$ cat config.mk
export PLATFORM = sky130hd
export DESIGN_NAME = sock_stat_irq
export DESIGN_NICKNAME = d
export VERILOG_FILES = /design/src/rtl/sock_pkg.sv /design/src/rtl/sock_sync.sv /design/src/rtl/sock_host_if.sv /design/src/rtl/sock_regs.sv /design/src/rtl/sock_stat_irq.sv
export SDC_FILE = /design/constraint.sdc
export NUM_CORES = 1
export LEC_CHECK = 0
export ABC_AREA = 1
export BUFFER_PORTS_ARGS = -buffer_cell sky130_fd_sc_hd__buf_2
export CAP_MARGIN = 20
export CORE_MARGIN = 2
export CORE_UTILIZATION = 35
export DETAILED_ROUTE_END_ITERATION = 8
export PLACE_DENSITY = 0.53
export SLEW_MARGIN = 20
export SYNTH_ARGS = -nofsm -noshare
export SYNTH_HDL_FRONTEND = slang
export SYNTH_SLANG_ARGS = --single-unit
$ cat constraint.sdc
create_clock -name clk -period 1.5 [get_ports clk]
set_input_delay 0.225 -clock clk [delete_from_list [all_inputs] [get_ports clk]]
set_output_delay 0.225 -clock clk [all_outputs]
set_load 0.05 [all_outputs]
$ cat src/rtl/sock_pkg.sv
package sock_pkg;
  localparam int DATA_W    = 8;
  localparam int OFF_W     = 6;
  localparam int IRQ_NUM_W = 4;
  localparam int IRQ_LINES = 1 << IRQ_NUM_W;

  localparam logic [OFF_W-1:0] OFF_ID   = 6'h00;
  localparam logic [OFF_W-1:0] OFF_STAT = 6'h01;
  localparam logic [OFF_W-1:0] OFF_PWR  = 6'h02;
  localparam logic [OFF_W-1:0] OFF_GCTL = 6'h03;
  localparam logic [OFF_W-1:0] OFF_CHG  = 6'h04;
  localparam logic [OFF_W-1:0] OFF_CCFG = 6'h05;

  localparam int CHG_CD    = 3;
  localparam int CHG_BWARN = 1;
  localparam int CHG_BDEAD = 0;
  localparam logic [DATA_W-1:0] CHG_MASK = 8'b0000_1011;

  typedef struct packed {
    logic       pgood;
    logic       rdy;
    logic       wp;
    logic [1:0] cd;
    logic [1:0] bvd;
  } pins_t;
endpackage

$ cat src/rtl/sock_sync.sv
module sock_sync #(
  parameter int W = 1
) (
  input  logic         clk,
  input  logic         rst_n,
  input  logic [W-1:0] d,
  output logic [W-1:0] q
);
  logic [W-1:0] s1_q;
  logic [W-1:0] s2_q;

  always_ff @(posedge clk or negedge rst_n) begin
    if (!rst_n) begin
      s1_q <= '0;
      s2_q <= '0;
    end else begin
      s1_q <= d;
      s2_q <= s1_q;
    end
  end

  assign q = s2_q;
endmodule

$ cat src/rtl/sock_host_if.sv
module sock_host_if
  import sock_pkg::*;
#(
  parameter int NUM_SOCK = 2,
  parameter bit CTRL_SEL = 1'b0
) (
  input  logic                clk,
  input  logic                rst_n,
  input  logic                host_wr,
  input  logic                host_rd,
  input  logic                host_port,
  input  logic [DATA_W-1:0]   host_wdata,
  output logic [DATA_W-1:0]   idx_q,
  output logic [NUM_SOCK-1:0] sock_sel,
  output logic [NUM_SOCK-1:0] sock_wr,
  output logic [NUM_SOCK-1:0] sock_rd,
  output logic [OFF_W-1:0]    reg_off
);
  logic idx_we;
  logic hit;

  // next-state: index load enable and decode
  always_comb begin
    idx_we = host_wr && !host_port;
    hit    = (idx_q[7] == CTRL_SEL) && (int'(idx_q[6]) < NUM_SOCK);
    for (int s = 0; s < NUM_SOCK; s++) begin
      sock_sel[s] = hit && (int'(idx_q[6]) == s);
      sock_wr[s]  = sock_sel[s] && host_wr && host_port;
      sock_rd[s]  = sock_sel[s] && host_rd && host_port;
    end
  end

  always_ff @(posedge clk or negedge rst_n) begin
    if (!rst_n)      idx_q <= '0;
    else if (idx_we) idx_q <= host_wdata;
  end

  assign reg_off = idx_q[OFF_W-1:0];
endmodule

$ cat src/rtl/sock_regs.sv
module sock_regs
  import sock_pkg::*;
#(
  parameter logic [3:0] REV = 4'h1
) (
  input  logic                 clk,
  input  logic                 rst_n,
  input  logic                 wr_en,
  input  logic                 rd_en,
  input  logic [OFF_W-1:0]     off,
  input  logic [DATA_W-1:0]    wdata,
  input  pins_t                pins,
  output logic [DATA_W-1:0]    rdata,
  output logic [DATA_W-1:0]    chg,
  output logic [DATA_W-1:0]    evt,
  output logic [IRQ_NUM_W-1:0] irq_num,
  output logic                 irq_pend,
  output logic                 card_reset,
  output logic                 pwr_en,
  output logic                 out_en,
  output logic [1:0]           vpp,
  output logic                 io_mode
);
  logic [DATA_W-1:0] pwr_q, gctl_q, ccfg_q, chg_q, chg_d;
  logic [1:0]        cd_prev_q, bvd_prev_q;
  logic              pwr_we, gctl_we, ccfg_we, chg_clr;
  logic              cd_evt, warn_evt, dead_evt;

  // next-state logic
  always_comb begin
    pwr_we   = wr_en && (off == OFF_PWR);
    gctl_we  = wr_en && (off == OFF_GCTL);
    ccfg_we  = wr_en && (off == OFF_CCFG);
    chg_clr  = rd_en && (off == OFF_CHG);

    cd_evt   = |(pins.cd ^ cd_prev_q);
    warn_evt = (pins.bvd == 2'b01) && (bvd_prev_q != 2'b01);
    dead_evt = !pins.bvd[0] && bvd_prev_q[0];

    evt            = '0;
    evt[CHG_CD]    = cd_evt;
    evt[CHG_BWARN] = warn_evt;
    evt[CHG_BDEAD] = dead_evt;

    chg_d = (chg_clr ? '0 : chg_q) | evt;
  end

  // registers
  always_ff @(posedge clk or negedge rst_n) begin
    if (!rst_n) begin
      pwr_q      <= '0;
      gctl_q     <= '0;
      ccfg_q     <= '0;
      chg_q      <= '0;
      cd_prev_q  <= '0;
      bvd_prev_q <= '0;
    end else begin
      if (pwr_we)  pwr_q  <= wdata;
      if (gctl_we) gctl_q <= wdata;
      if (ccfg_we) ccfg_q <= wdata;
      chg_q      <= chg_d;
      cd_prev_q  <= pins.cd;
      bvd_prev_q <= pins.bvd;
    end
  end

  // read mux
  always_comb begin
    case (off)
      OFF_ID:   rdata = {4'h8, REV};
      OFF_STAT: rdata = {1'b0, pins.pgood, pins.rdy, pins.wp, pins.cd, pins.bvd};
      OFF_PWR:  rdata = pwr_q;
      OFF_GCTL: rdata = gctl_q;
      OFF_CHG:  rdata = chg_q;
      OFF_CCFG: rdata = ccfg_q;
      default:  rdata = '0;
    endcase
  end

  assign chg        = chg_q;
  assign irq_num    = ccfg_q[7:4];
  assign irq_pend   = |(chg_q[3:0] & ccfg_q[3:0] & CHG_MASK[3:0]);
  assign card_reset = !gctl_q[6];
  assign io_mode    = gctl_q[5];
  assign out_en     = pwr_q[7];
  assign pwr_en     = pwr_q[4];
  assign vpp        = pwr_q[1:0];
endmodule

$ cat src/rtl/sock_stat_irq.sv
module sock_stat_irq
  import sock_pkg::*;
#(
  parameter int         NUM_SOCK = 2,
  parameter bit         CTRL_SEL = 1'b0,
  parameter logic [3:0] REV      = 4'h1
) (
  input  logic                  clk,
  input  logic                  rst_n,
  input  logic                  host_wr,
  input  logic                  host_rd,
  input  logic                  host_port,
  input  logic [7:0]            host_wdata,
  output logic [7:0]            host_rdata,
  input  logic [2*NUM_SOCK-1:0] cd_pin,
  input  logic [NUM_SOCK-1:0]   wp_pin,
  input  logic [NUM_SOCK-1:0]   rdy_pin,
  input  logic [NUM_SOCK-1:0]   pgood_pin,
  input  logic [2*NUM_SOCK-1:0] bvd_pin,
  output logic [15:0]           host_irq,
  output logic [NUM_SOCK-1:0]   card_reset,
  output logic [NUM_SOCK-1:0]   card_pwr_en,
  output logic [NUM_SOCK-1:0]   card_out_en,
  output logic [2*NUM_SOCK-1:0] card_vpp,
  output logic [NUM_SOCK-1:0]   card_io_mode
);
  localparam int PIN_W = $bits(pins_t);

  logic [DATA_W-1:0]        idx_q;
  logic [NUM_SOCK-1:0]      sock_sel, sock_wr, sock_rd, irq_pend;
  logic [OFF_W-1:0]         reg_off;
  logic [DATA_W-1:0]        sock_rdata [NUM_SOCK];
  logic [IRQ_NUM_W-1:0]     irq_num    [NUM_SOCK];
  logic [NUM_SOCK*DATA_W-1:0] chg_all, evt_all;

  sock_host_if #(.NUM_SOCK(NUM_SOCK), .CTRL_SEL(CTRL_SEL)) u_host (
    .clk(clk), .rst_n(rst_n), .host_wr(host_wr), .host_rd(host_rd),
    .host_port(host_port), .host_wdata(host_wdata), .idx_q(idx_q),
    .sock_sel(sock_sel), .sock_wr(sock_wr), .sock_rd(sock_rd), .reg_off(reg_off)
  );

  for (genvar s = 0; s < NUM_SOCK; s++) begin : g_sock
    logic [PIN_W-1:0] raw, synced;
    assign raw = {pgood_pin[s], rdy_pin[s], wp_pin[s], cd_pin[2*s +: 2], bvd_pin[2*s +: 2]};

    sock_sync #(.W(PIN_W)) u_sync (
      .clk(clk), .rst_n(rst_n), .d(raw), .q(synced)
    );

    sock_regs #(.REV(REV)) u_regs (
      .clk(clk), .rst_n(rst_n), .wr_en(sock_wr[s]), .rd_en(sock_rd[s]),
      .off(reg_off), .wdata(host_wdata), .pins(pins_t'(synced)),
      .rdata(sock_rdata[s]), .chg(chg_all[s*DATA_W +: DATA_W]),
      .evt(evt_all[s*DATA_W +: DATA_W]), .irq_num(irq_num[s]),
      .irq_pend(irq_pend[s]), .card_reset(card_reset[s]),
      .pwr_en(card_pwr_en[s]), .out_en(card_out_en[s]),
      .vpp(card_vpp[2*s +: 2]), .io_mode(card_io_mode[s])
    );
  end

  always_comb begin
    host_rdata = '0;
    if (!host_port) begin
      host_rdata = idx_q;
    end else begin
      for (int s = 0; s < NUM_SOCK; s++)
        if (sock_sel[s]) host_rdata = sock_rdata[s];
    end
  end

  always_comb begin
    host_irq = '0;
    for (int s = 0; s < NUM_SOCK; s++)
      if (irq_pend[s] && (irq_num[s] != '0)) host_irq[irq_num[s]] = 1'b1;
  end
endmodule

Yosys cells after proc, flatten, opt, wreduce, memory -nomap -nowiden:

Index checks and enable logic that the tools add are counted.

* bits in registers: 108
* word-level logic and storage cells: 91
* input port bits: 27
* output and inout port bits: 36

* $lt $le $gt $ge: 4
* reductions and logical operators: 39
* bitwise gates (word level): 9
* equality and inequality tests: 9
* muxes and demuxes: 13

Operators by type and width (number)
* one-hot mux 8 bit (6 select lines): 2
* 2-to-1 mux 8 bit: 5
* 2-to-1 mux 16 bit: 2
* logical AND 1 bit: 27
* bitwise OR 16 bit: 1
* bitwise OR 8 x 4 -> 8 bit: 2
* equality test 6 x 2 -> 1 bit, second input constant: 2
* equality test 6 x 3 -> 1 bit, second input constant: 2
* < comparator 4 x 5 -> 1 bit, second input constant: 2
* bitwise AND 4 bit: 2
* demux 1 bit (select 4 bit): 2
* greater-or-equal comparator 4 x 1 -> 1 bit, second input constant: 2
* nonzero test 4 bit: 2
* equality test 6 x 1 -> 1 bit, second input constant: 1
* logical NOT 6 bit: 1
* OR reduction 3 bit: 2
* logical NOT 1 bit: 5
* equality test 2 x 1 -> 1 bit, second input constant: 2
* != test 2 x 1 -> 1 bit, second input constant: 2
* OR reduction 2 bit: 2
* bitwise XOR 2 bit: 2
* 2-to-1 mux 1 bit: 2
* inverter 1 bit: 2

Depth between registers and ports, before layout:

Gate-level depths: netlist of run 1.

* depth after elaboration: 7
* mapped depth: 11
* depth with buffers taken out: 11

Cells and area by module:

From an unflattened synthesis of run 1, not the netlist that was laid out.

* cells, all modules: 637
* area, all modules: 5203.7 um^2

Modules (own cells, without submodules)
* sock_regs: area an instance 1760.4 um^2, sequential area each 775.7 um^2, cells an instance 216, instances 2
* sock_sync: area an instance 350.3 um^2, sequential area each 350.3 um^2, cells an instance 14, instances 2
* sock_stat_irq: area an instance 569.3 um^2, sequential area each 0.0 um^2, cells an instance 125, instances 1
* sock_host_if: area an instance 412.9 um^2, sequential area each 200.2 um^2, cells an instance 52, instances 1

Worst setup path after synthesis of run 1:

Ideal clock, no wire load.

* path type: register -> output
* from: reg g_sock[1].u_regs.ccfg_q[3]
* to: out host_irq[14]
* cell stages (with the launch flop): 5
* required time: 1.275 ns
* buffers on the path: 0
* setup slack: -0.541 ns
* arrival: 1.816 ns
* path through: dfrtp_1 nand2_1 nand3_1 nand2_1 o31ai_1

* cells in the longest elaborated chain, start to end: 4

Ends and longest elaborated chain
* start, declared: line sock_regs.sv:24 `logic [DATA_W-1:0] pwr_q, gctl_q, ccfg_q, chg_q, chg_d;`
* start signal, assigned: line sock_regs.sv:60 `if (ccfg_we) ccfg_q <= wdata;`
* bitwise AND 4 bit: line sock_regs.sv:82 `assign irq_pend = |(chg_q[3:0] & ccfg_q[3:0] & CHG_MASK[3:0]);`
* OR reduction 3 bit: line sock_regs.sv:82
* logical AND 1 bit: line sock_stat_irq.sv:74 `if (irq_pend[s] && (irq_num[s] != '0)) host_irq[irq_num[s]] = 1'b1;`
* 2-to-1 mux 16 bit: line sock_stat_irq.sv:74
* end, declared: line sock_stat_irq.sv:20 `output logic [15:0] host_irq,`

Every way passes these cells.

Final worst setup path of run 1:

* from: reg u_host.idx_q[3]
* to: out host_rdata[6]

* cells in the longest elaborated chain, start to end: 5
* elaborated cells between the ends (all ways): 11
* classes of those cells: eq/ne: 5; mux: 5; reduce/logical: 1

Ends and longest elaborated chain
* start, declared: line sock_host_if.sv:13 `output logic [DATA_W-1:0] idx_q,`
* start signal, assigned: line sock_host_if.sv:35 `else if (idx_we) idx_q <= host_wdata;`
* equality test 6 x 3 -> 1 bit, or another cell as far along: line sock_regs.sv:69 `case (off)`
* one-hot mux 8 bit (6 select lines): line sock_regs.sv:69
* 2-to-1 mux 8 bit: line sock_stat_irq.sv:67 `if (sock_sel[s]) host_rdata = sock_rdata[s];`
* 2-to-1 mux 8 bit *: line sock_stat_irq.sv:67
* 2-to-1 mux 8 bit *: line sock_stat_irq.sv:63 `if (!host_port) begin`
* end, declared: line sock_stat_irq.sv:14 `output logic [7:0] host_rdata,`

Every way passes the cells marked *; elsewhere a longest branch is shown, timed or not.

==> impl_metrics.csv, run 1 <==
group,metric,value,unit
critical_path,crit_type,"flip-flop to output port",
critical_path,startpoint,"u_host.idx_q[3]$_DFFE_PN0P_",
yosys,synth_seq_cells,98,
floorplan,rows,41,
yosys,synth_edf_count,0,
timing,layout_setup_ws,-0.777,ns
clocking,cts_made_buffers,9,
floorplan,initial_core_util,0.360,
cells_and_area,mostFrequentLayoutCells,"nand2_1, dfrtp_1, buf_4",
yosys,yosys_warnings,0,
yosys,syn-instance-count,546,
clocking,h-tree-depth,3,
cells_and_area,drive_gt1_frac,0.460,
critical_path,r2r-end,"g_sock[1].u_regs.ccfg_q[3]$_DFFE_PN0P_",
global_routing,grt.total_usage,0.208,
detailed_routing,drt_first_pass_iters,4,
detailed_routing,antenna_left,0,
detailed_routing,drc,0,
placed_design,dpl.hpwl,9.59,mm
detailed_routing,vias,4221,
detailed_routing,avgViaCountPerCell,4.82,
yosys,synth_ff_type,"dfrtp_1",
placed_design,port_buffers,61,
floorplan,core_area,12700,um^2
run_status,violations,"negative setup slack",
clocking,clockBufferDepth,2,
floorplan,fp.dieH,118,um
cells_and_area,syn_to_final_growth,56.4,%
flow_run,maxCapViolations,0,
critical_path,crit_path_start_kind,"flip-flop",
clocking,cts_sinks,98,
global_routing,gr-total-overflow,0,
critical_path,reg2regPathDepth,10,
power,p_per_area,1050,nW/um^2
critical_path,end_kind,"output port",
detailed_routing,drtIter0Drc,226,
timing,slew_violations,0,
global_routing,grt_max_degree,42,
yosys,synthArstFlopShare,1.00,
timing,hold_violations,0,
timing,setup_viol,77,
power,p_leak,3.43,nW
critical_path,worstPathRequired,1.27,ns
cells_and_area,insertedDiodeCount,0,
yosys,synth_top_family_by_area,"simple AND/OR/NAND/NOR gates",
global_routing,grt_pass1_wl,22.6,mm
timing,clock_skew,0.0120,ns
clocking,tritoncts,"done",
clocking,path_clk_slew,0.08,ns
cells_and_area,fin_cells,876,
detailed_routing,wl,14.3,mm
min_path,hp-class,"primary input to async pin",
timing,grt_setup_unrepaired,"yes",
floorplan,die_area,14000,um^2
placed_design,dp_cells,815,
timing,layout_min_cycle_time,2.28,ns
yosys,syn_area,4560,um^2
global_routing,grt_pass1_vias,4269,
clocking,ctsRootBufferMaster,"clkbuf_16",
yosys,synth_nets,573,
yosys,synthMuxAreaShare,0,
yosys,synth.avg_cell_area,8.35,um^2
critical_path,critical_path.max_fanout,8,
yosys,synth_fa_ha_area_frac,0,
global_routing,antenna_found_initial,0,
yosys,yosys.area_share.simple,0.255,
yosys,ys_types,31,
floorplan,io_pins,63,
yosys,ys_seq_area_frac,0.538,
clocking,insertion_delay,0.36,ns
detailed_routing,wire_per_inst,16.3,um
critical_path,ff2ff_setup_slack,-0.23,ns
yosys,synth_compound_area_frac,0.108,
timing,min_period_over_period,1.52,
placed_design,gp_congestion,0.961,
critical_path,critPathArrivalTime,2.05,ns
yosys,synth_xor_area_frac,0.00768,
power,ir_drop,0.000761,V
run_status,status,"finished with violations",
timing,max_freq,0.439,GHz
timing,tns,-18.83,ns
critical_path,reg2reg_from,"u_host.idx_q[5]$_DFFE_PN0P_",
floorplan,die_w,118,um
cells_and_area,finalNetCount,726,
cells_and_area,layout_commonest_cell,"nand2_1",
power,finalPower,7.50,mW
## cell type report
cell class	count	area, um^2
inverter	60	235
sequential	98	2460
clock buffer	9	225
tap	172	215
multi-input combinational	367	2450
clock inverter	7	101
fill	1118	5540
timing repair buffer	162	1440
timing repair inverter	1	8.76
## kinds of logic after synthesis
group,count (synthesis)
and+or+nand+nor,264
other,1
AOI/OAI and AO/OA,93
buffers and inverters,86
DFF,98
xor gates and xnor gates,4
## worst max path at each step
stage | end
floorplan | host_irq[14]
global placement | host_rdata[2]
detailed placement | host_rdata[2]
CTS | host_rdata[0]
global route | host_rdata[6]
finish | host_rdata[6]
## worst max-delay path: stages (launching register included)
cell and delay [ns]:
dfrtp_2 0.47, nor2_4 0.22, nand2_4 0.12, nor2_4 0.26
nand2_1 0.10, nand4_1 0.10, nand2_1 0.06, nand2_1 0.08
nand2_2 0.06, nand2_4 0.07, buf_8 0.14
## sequential cells by signal, summed over array words and instances, names as in the netlist
register,cells
g_sock.u_regs.bvd_prev_q,4
g_sock.u_regs.ccfg_q,16
g_sock.u_regs.cd_prev_q,4
g_sock.u_regs.chg,6
g_sock.u_regs.gctl_q,16
g_sock.u_regs.pwr_q,16
g_sock.u_sync.q,14
g_sock.u_sync.s1_q,14
u_host.idx_q,8
## what timing repair did
item                       CTS  global route
gates resized for setup    155           113
setup buffers               16            12
pin swaps                   25            38
hold buffers                15             0
setup endpoints to repair   77            77
hold endpoints to repair    26             0
cloned                       5             2
## synth_stat cells, types with 4 or more instances
cell type | n | area (um^2)
nand3_1 | 23 | 115
xnor2_1 | 4 | 35.0
inv_1 | 57 | 214
dfrtp_1 | 98 | 2450
a21oi_1 | 7 | 35.0
nor2_4 | 4 | 45.0
nor2_1 | 31 | 116
buf_4 | 16 | 120
o21ai_1 | 4 | 20.0
nand4_1 | 15 | 93.8
o21ai_0 | 71 | 355
nand2_2 | 7 | 43.8
nand2_1 | 174 | 653
buf_6 | 4 | 45.0
## power breakdown
part	switching, mW	internal [mW]
Clock	1.07	1.48
Sequential	0.231	2.87
Combinational	1.10	0.746
## per-layer routing
metal,share of wire,vias to the layer above,GRT usage
li1,-,2053,-
met1,0.47,2041,0.296
met2,0.47,110,0.318
met3,0.046,17,0.0405
met4,0.015,0,0.0670
met5,0,-,0
## per-stage QoR
| step | setup WS (ns) | utilization | hold WS (ns) | area [um^2] |
|---|---|---|---|---|
| 2_1_floorplan | -0.201 | - | -0.0706 | 4740 |
| 3_3_place_gp | -0.561 | 0.438 | 0.0921 | 5550 |
| 3_5_place_dp | -0.594 | 0.438 | 0.0966 | 5550 |
| 4_1_cts | -0.761 | 0.524 | 0.252 | 6640 |
| 5_1_grt | -0.875 | 0.563 | 0.280 | 7130 |
| 6_report | -0.777 | 0.563 | 0.259 | 7130 |
Note: power is estimated with default switching activity, not from simulation.
==> run 2: changes to the inputs <==
- ABC_AREA: 1 -> not set
- CORE_ASPECT_RATIO: not set -> 1.5
==> run 2 against run 1 <==
  * The run still ends with negative setup slack left
  * Critical path depth fell by 5
  * Die area down 0.21%
  * Sequential power shrank 4%
  * Sequential share of layout area increased by 1.1 points
  * Via count shrank 14%
  * Power is 4.1% lower
  * Wire length decreased by 7.1%
  * Register-to-register slack lost 0.60 ns
  * Combinational power increased by 4%
  * Clock skew shrank 0.0039 ns
  * Setup slack worse by 0.17 ns
  * Largest cell class unchanged
==> impl_metrics.csv, run 2 <==
group,metric,value,unit
run_status,status,"finished with violations",
run_status,violations,"negative setup slack",
clocking,path_clk_slew,0.06,ns
yosys,syn-instance-count,377,
cells_and_area,drive_gt1_frac,0.556,
global_routing,grt_max_degree,41,
yosys,ys_types,51,
yosys,ys_seq_area_frac,0.540,
timing,slew_headroom,0.679,
yosys,synth_area_leaders,"dfrtp_1, mux2_2, mux2i_1, buf_4, o22ai_1",
yosys,synth_nets,404,
placed_design,gp_congestion,0.868,
global_routing,antenna_found_initial,0,
detailed_routing,wl,13.3,mm
yosys,synth.avg_cell_area,12.1,um^2
timing,grt_setup_unrepaired,"yes",
min_path,hp-class,"primary input to flip-flop",
cells_and_area,layout_commonest_cell,"dfrtp_1",
cells_and_area,finalNetCount,569,
yosys,synthArstFlopShare,1.00,
cells_and_area,mostFrequentLayoutCells,"dfrtp_1, buf_4, mux2_2",
placed_design,port_buffers,61,
global_routing,gr-total-overflow,0,
timing,setup_viol,77,
cells_and_area,insertedDiodeCount,0,
power,ir_drop,0.000996,V
critical_path,cp_slowest_stage_delay,0.64,ns
detailed_routing,drtIter0Drc,210,
critical_path,ff2ff_setup_slack,-0.83,ns
yosys,synth_top_cell_by_area,"dfrtp_1",
detailed_routing,avgViaCountPerCell,5.13,
power,finalPower,7.19,mW
global_routing,grt.total_usage,0.193,
yosys,synth_commonest_cells,"dfrtp_1, mux2_2, inv_1",
clocking,cts_sinks,98,
critical_path,end_kind,"output port",
yosys,syn_area,4540,um^2
detailed_routing,drt_first_pass_iters,4,
detailed_routing,vias,3620,
timing,clock_skew,0.00805,ns
timing,min_period_over_period,1.63,
floorplan,io_pins,63,
yosys,yosys_warnings,0,
yosys,synth_seq_cells,98,
power,internal_power,5.01,mW
floorplan,rows,51,
yosys,yosysMostFrequentCell,"dfrtp_1",
critical_path,path_cells,"or4_4 > o31ai_4 > a221oi_1 > o32ai_4 > buf_6",
yosys,synth_edf_count,0,
power,pwr-share-clk,0.318,
floorplan,initial_core_util,0.354,
critical_path,crit_path_start_kind,"flip-flop",
flow_run,maxCapViolations,0,
clocking,insertion_delay,0.35,ns
critical_path,critPathArrivalTime,2.22,ns
floorplan,die_area,13900,um^2
timing,hold_ws,0.222,ns
global_routing,grt_pass1_wl,20.5,mm
clocking,cts_made_buffers,9,
clocking,tritoncts,"done",
timing,layout_setup_ws,-0.943,ns
detailed_routing,wire_per_inst,18.8,um
global_routing,grt_pass1_vias,3797,
power,p_leak,3.14,nW
yosys,synth_top_area_share,0.540,
yosys,synth_ff_type,"dfrtp_1",
power,sw_frac_of_total,0.303,
power,p_switching,2.18,mW
power,seq_power_share,0.416,
detailed_routing,antenna_left,0,
placed_design,dpl.hpwl,9.66,mm
floorplan,die_w,97.0,um
clocking,h-tree-depth,3,
clocking,clockBufferDepth,2,
timing,hold_violations,0,
critical_path,worstPathRequired,1.27,ns
timing,tightestPinTransition,0.468,ns
cells_and_area,largestRegisters,"g_sock.u_regs.ccfg_q (16), g_sock.u_regs.gctl_q (16), g_sock.u_regs.pwr_q (16)",
timing,max_freq,0.409,GHz
power,p_per_area,1040,nW/um^2
critical_path,critical_path.max_fanout,6,
timing,layout_min_cycle_time,2.44,ns
timing,slew_violations,0,
power,combPwrFrac,0.266,
floorplan,fp.dieH,144,um
clocking,ctsRootBufferMaster,"clkbuf_16",
critical_path,cpMaxStageDelayCell,"or4_4",
detailed_routing,drc,0,
critical_path,crit_type,"flip-flop to output port",
floorplan,core_area,12800,um^2
cells_and_area,syn_to_final_growth,51.8,%
==> run 2: layout make-up <==
| type | count | area, um^2 |
|---|---|---|
| Clock buffer | 10 | 229 |
| Tap cell | 159 | 199 |
| Inverter | 19 | 71.3 |
| Clock inverter | 6 | 65.1 |
| Sequential cell | 98 | 2450 |
| Multi-Input combinational cell | 230 | 2330 |
| Fill cell | 1091 | 5930 |
| Timing Repair Buffer | 184 | 1550 |
==> run 2: power groups by stage <==
| stage | clock network [mW] | registers, mW | logic, mW |
|---|---|---|---|
| 2_1_floorplan | 0 | 2.99 | 1.01 |
| 3_3_place_gp | 0 | 3.02 | 1.56 |
| 3_5_place_dp | 0 | 3.03 | 1.58 |
| 4_1_cts | 2.35 | 2.98 | 1.78 |
| 5_1_grt | 2.48 | 3.01 | 2.02 |
| 6_report | 2.29 | 2.99 | 1.91 |
==> run 2: cells by family after synthesis <==
kind of cell	Yosys count	synth area share
compound gates	66	0.107
xor+xnor	4	0.00771
buf+inv	49	0.0573
flops	98	0.540
mux	71	0.171
other cells	1	0.000825
simple gates	88	0.116
==> run 2: what timing repair did <==
action | 4_1_cts | 5_1_grt
hold endpoints to repair | 29 | 1
endpoints found under the setup margin | 77 | 77
buffers inserted | 11 | 10
pin swaps | 25 | 18
hold buffers | 14 | 1
resized for setup | 83 | 35
cloned | 0 | 1
==> run 2: per-stage QoR <==
| stage | setup WS (ns) | setup TNS, ns | area [um^2] | cells | util |
|---|---|---|---|---|---|
| floorplan | -0.791 | -20.77 | 4870 | 377 | - |
| global placement | -0.688 | -33.90 | 5850 | 653 | 0.456 |
| detailed placement | -0.711 | -35.66 | 5850 | 653 | 0.456 |
| CTS | -0.934 | -41.43 | 6660 | 694 | 0.519 |
| global route | -1.01 | -47.87 | 6900 | 706 | 0.538 |
| finish | -0.943 | -43.91 | 6900 | 706 | 0.538 |
==> run 2: path summary, 6_finish.rpt <==
path | startpoint | end | cells after the start
min reg2reg | g_sock[0].u_sync.s1_q[1]$_DFF_PN0_ | g_sock[0].u_sync.q[1]$_DFF_PN0_ | 0
max in group asynchronous | rst_n | g_sock[0].u_sync.q[6]$_DFF_PN0_ | 3
max | u_host.idx_q[4]$_DFFE_PN0P_ | host_rdata[1] | 5
max reg2reg | u_host.idx_q[4]$_DFFE_PN0P_ | g_sock[0].u_regs.ccfg_q[0]$_DFFE_PN0P_ | 8
min in group asynchronous | rst_n | g_sock[1].u_regs.pwr_q[5]$_DFFE_PN0P_ | 2
min | host_wdata[6] | u_host.idx_q[6]$_DFFE_PN0P_ | 3
==> run 2: metal layers <==
metal	up-vias	GRT usage	routed length, um
met5	-	0	0
met1	1823	0.210	5140
li1	1696	-	-
met2	85	0.370	7520
met4	0	0.0756	308
met3	16	0.0326	340
==> run 2: worst max-delay path: cells and delay by family (launching register included) <==
kind	cells	cell delay [ns]
and+or+nand+nor	1	0.64
AOI/OAI and AO/OA	3	0.61
buffers and inverters	1	0.20
DFF	1	0.42
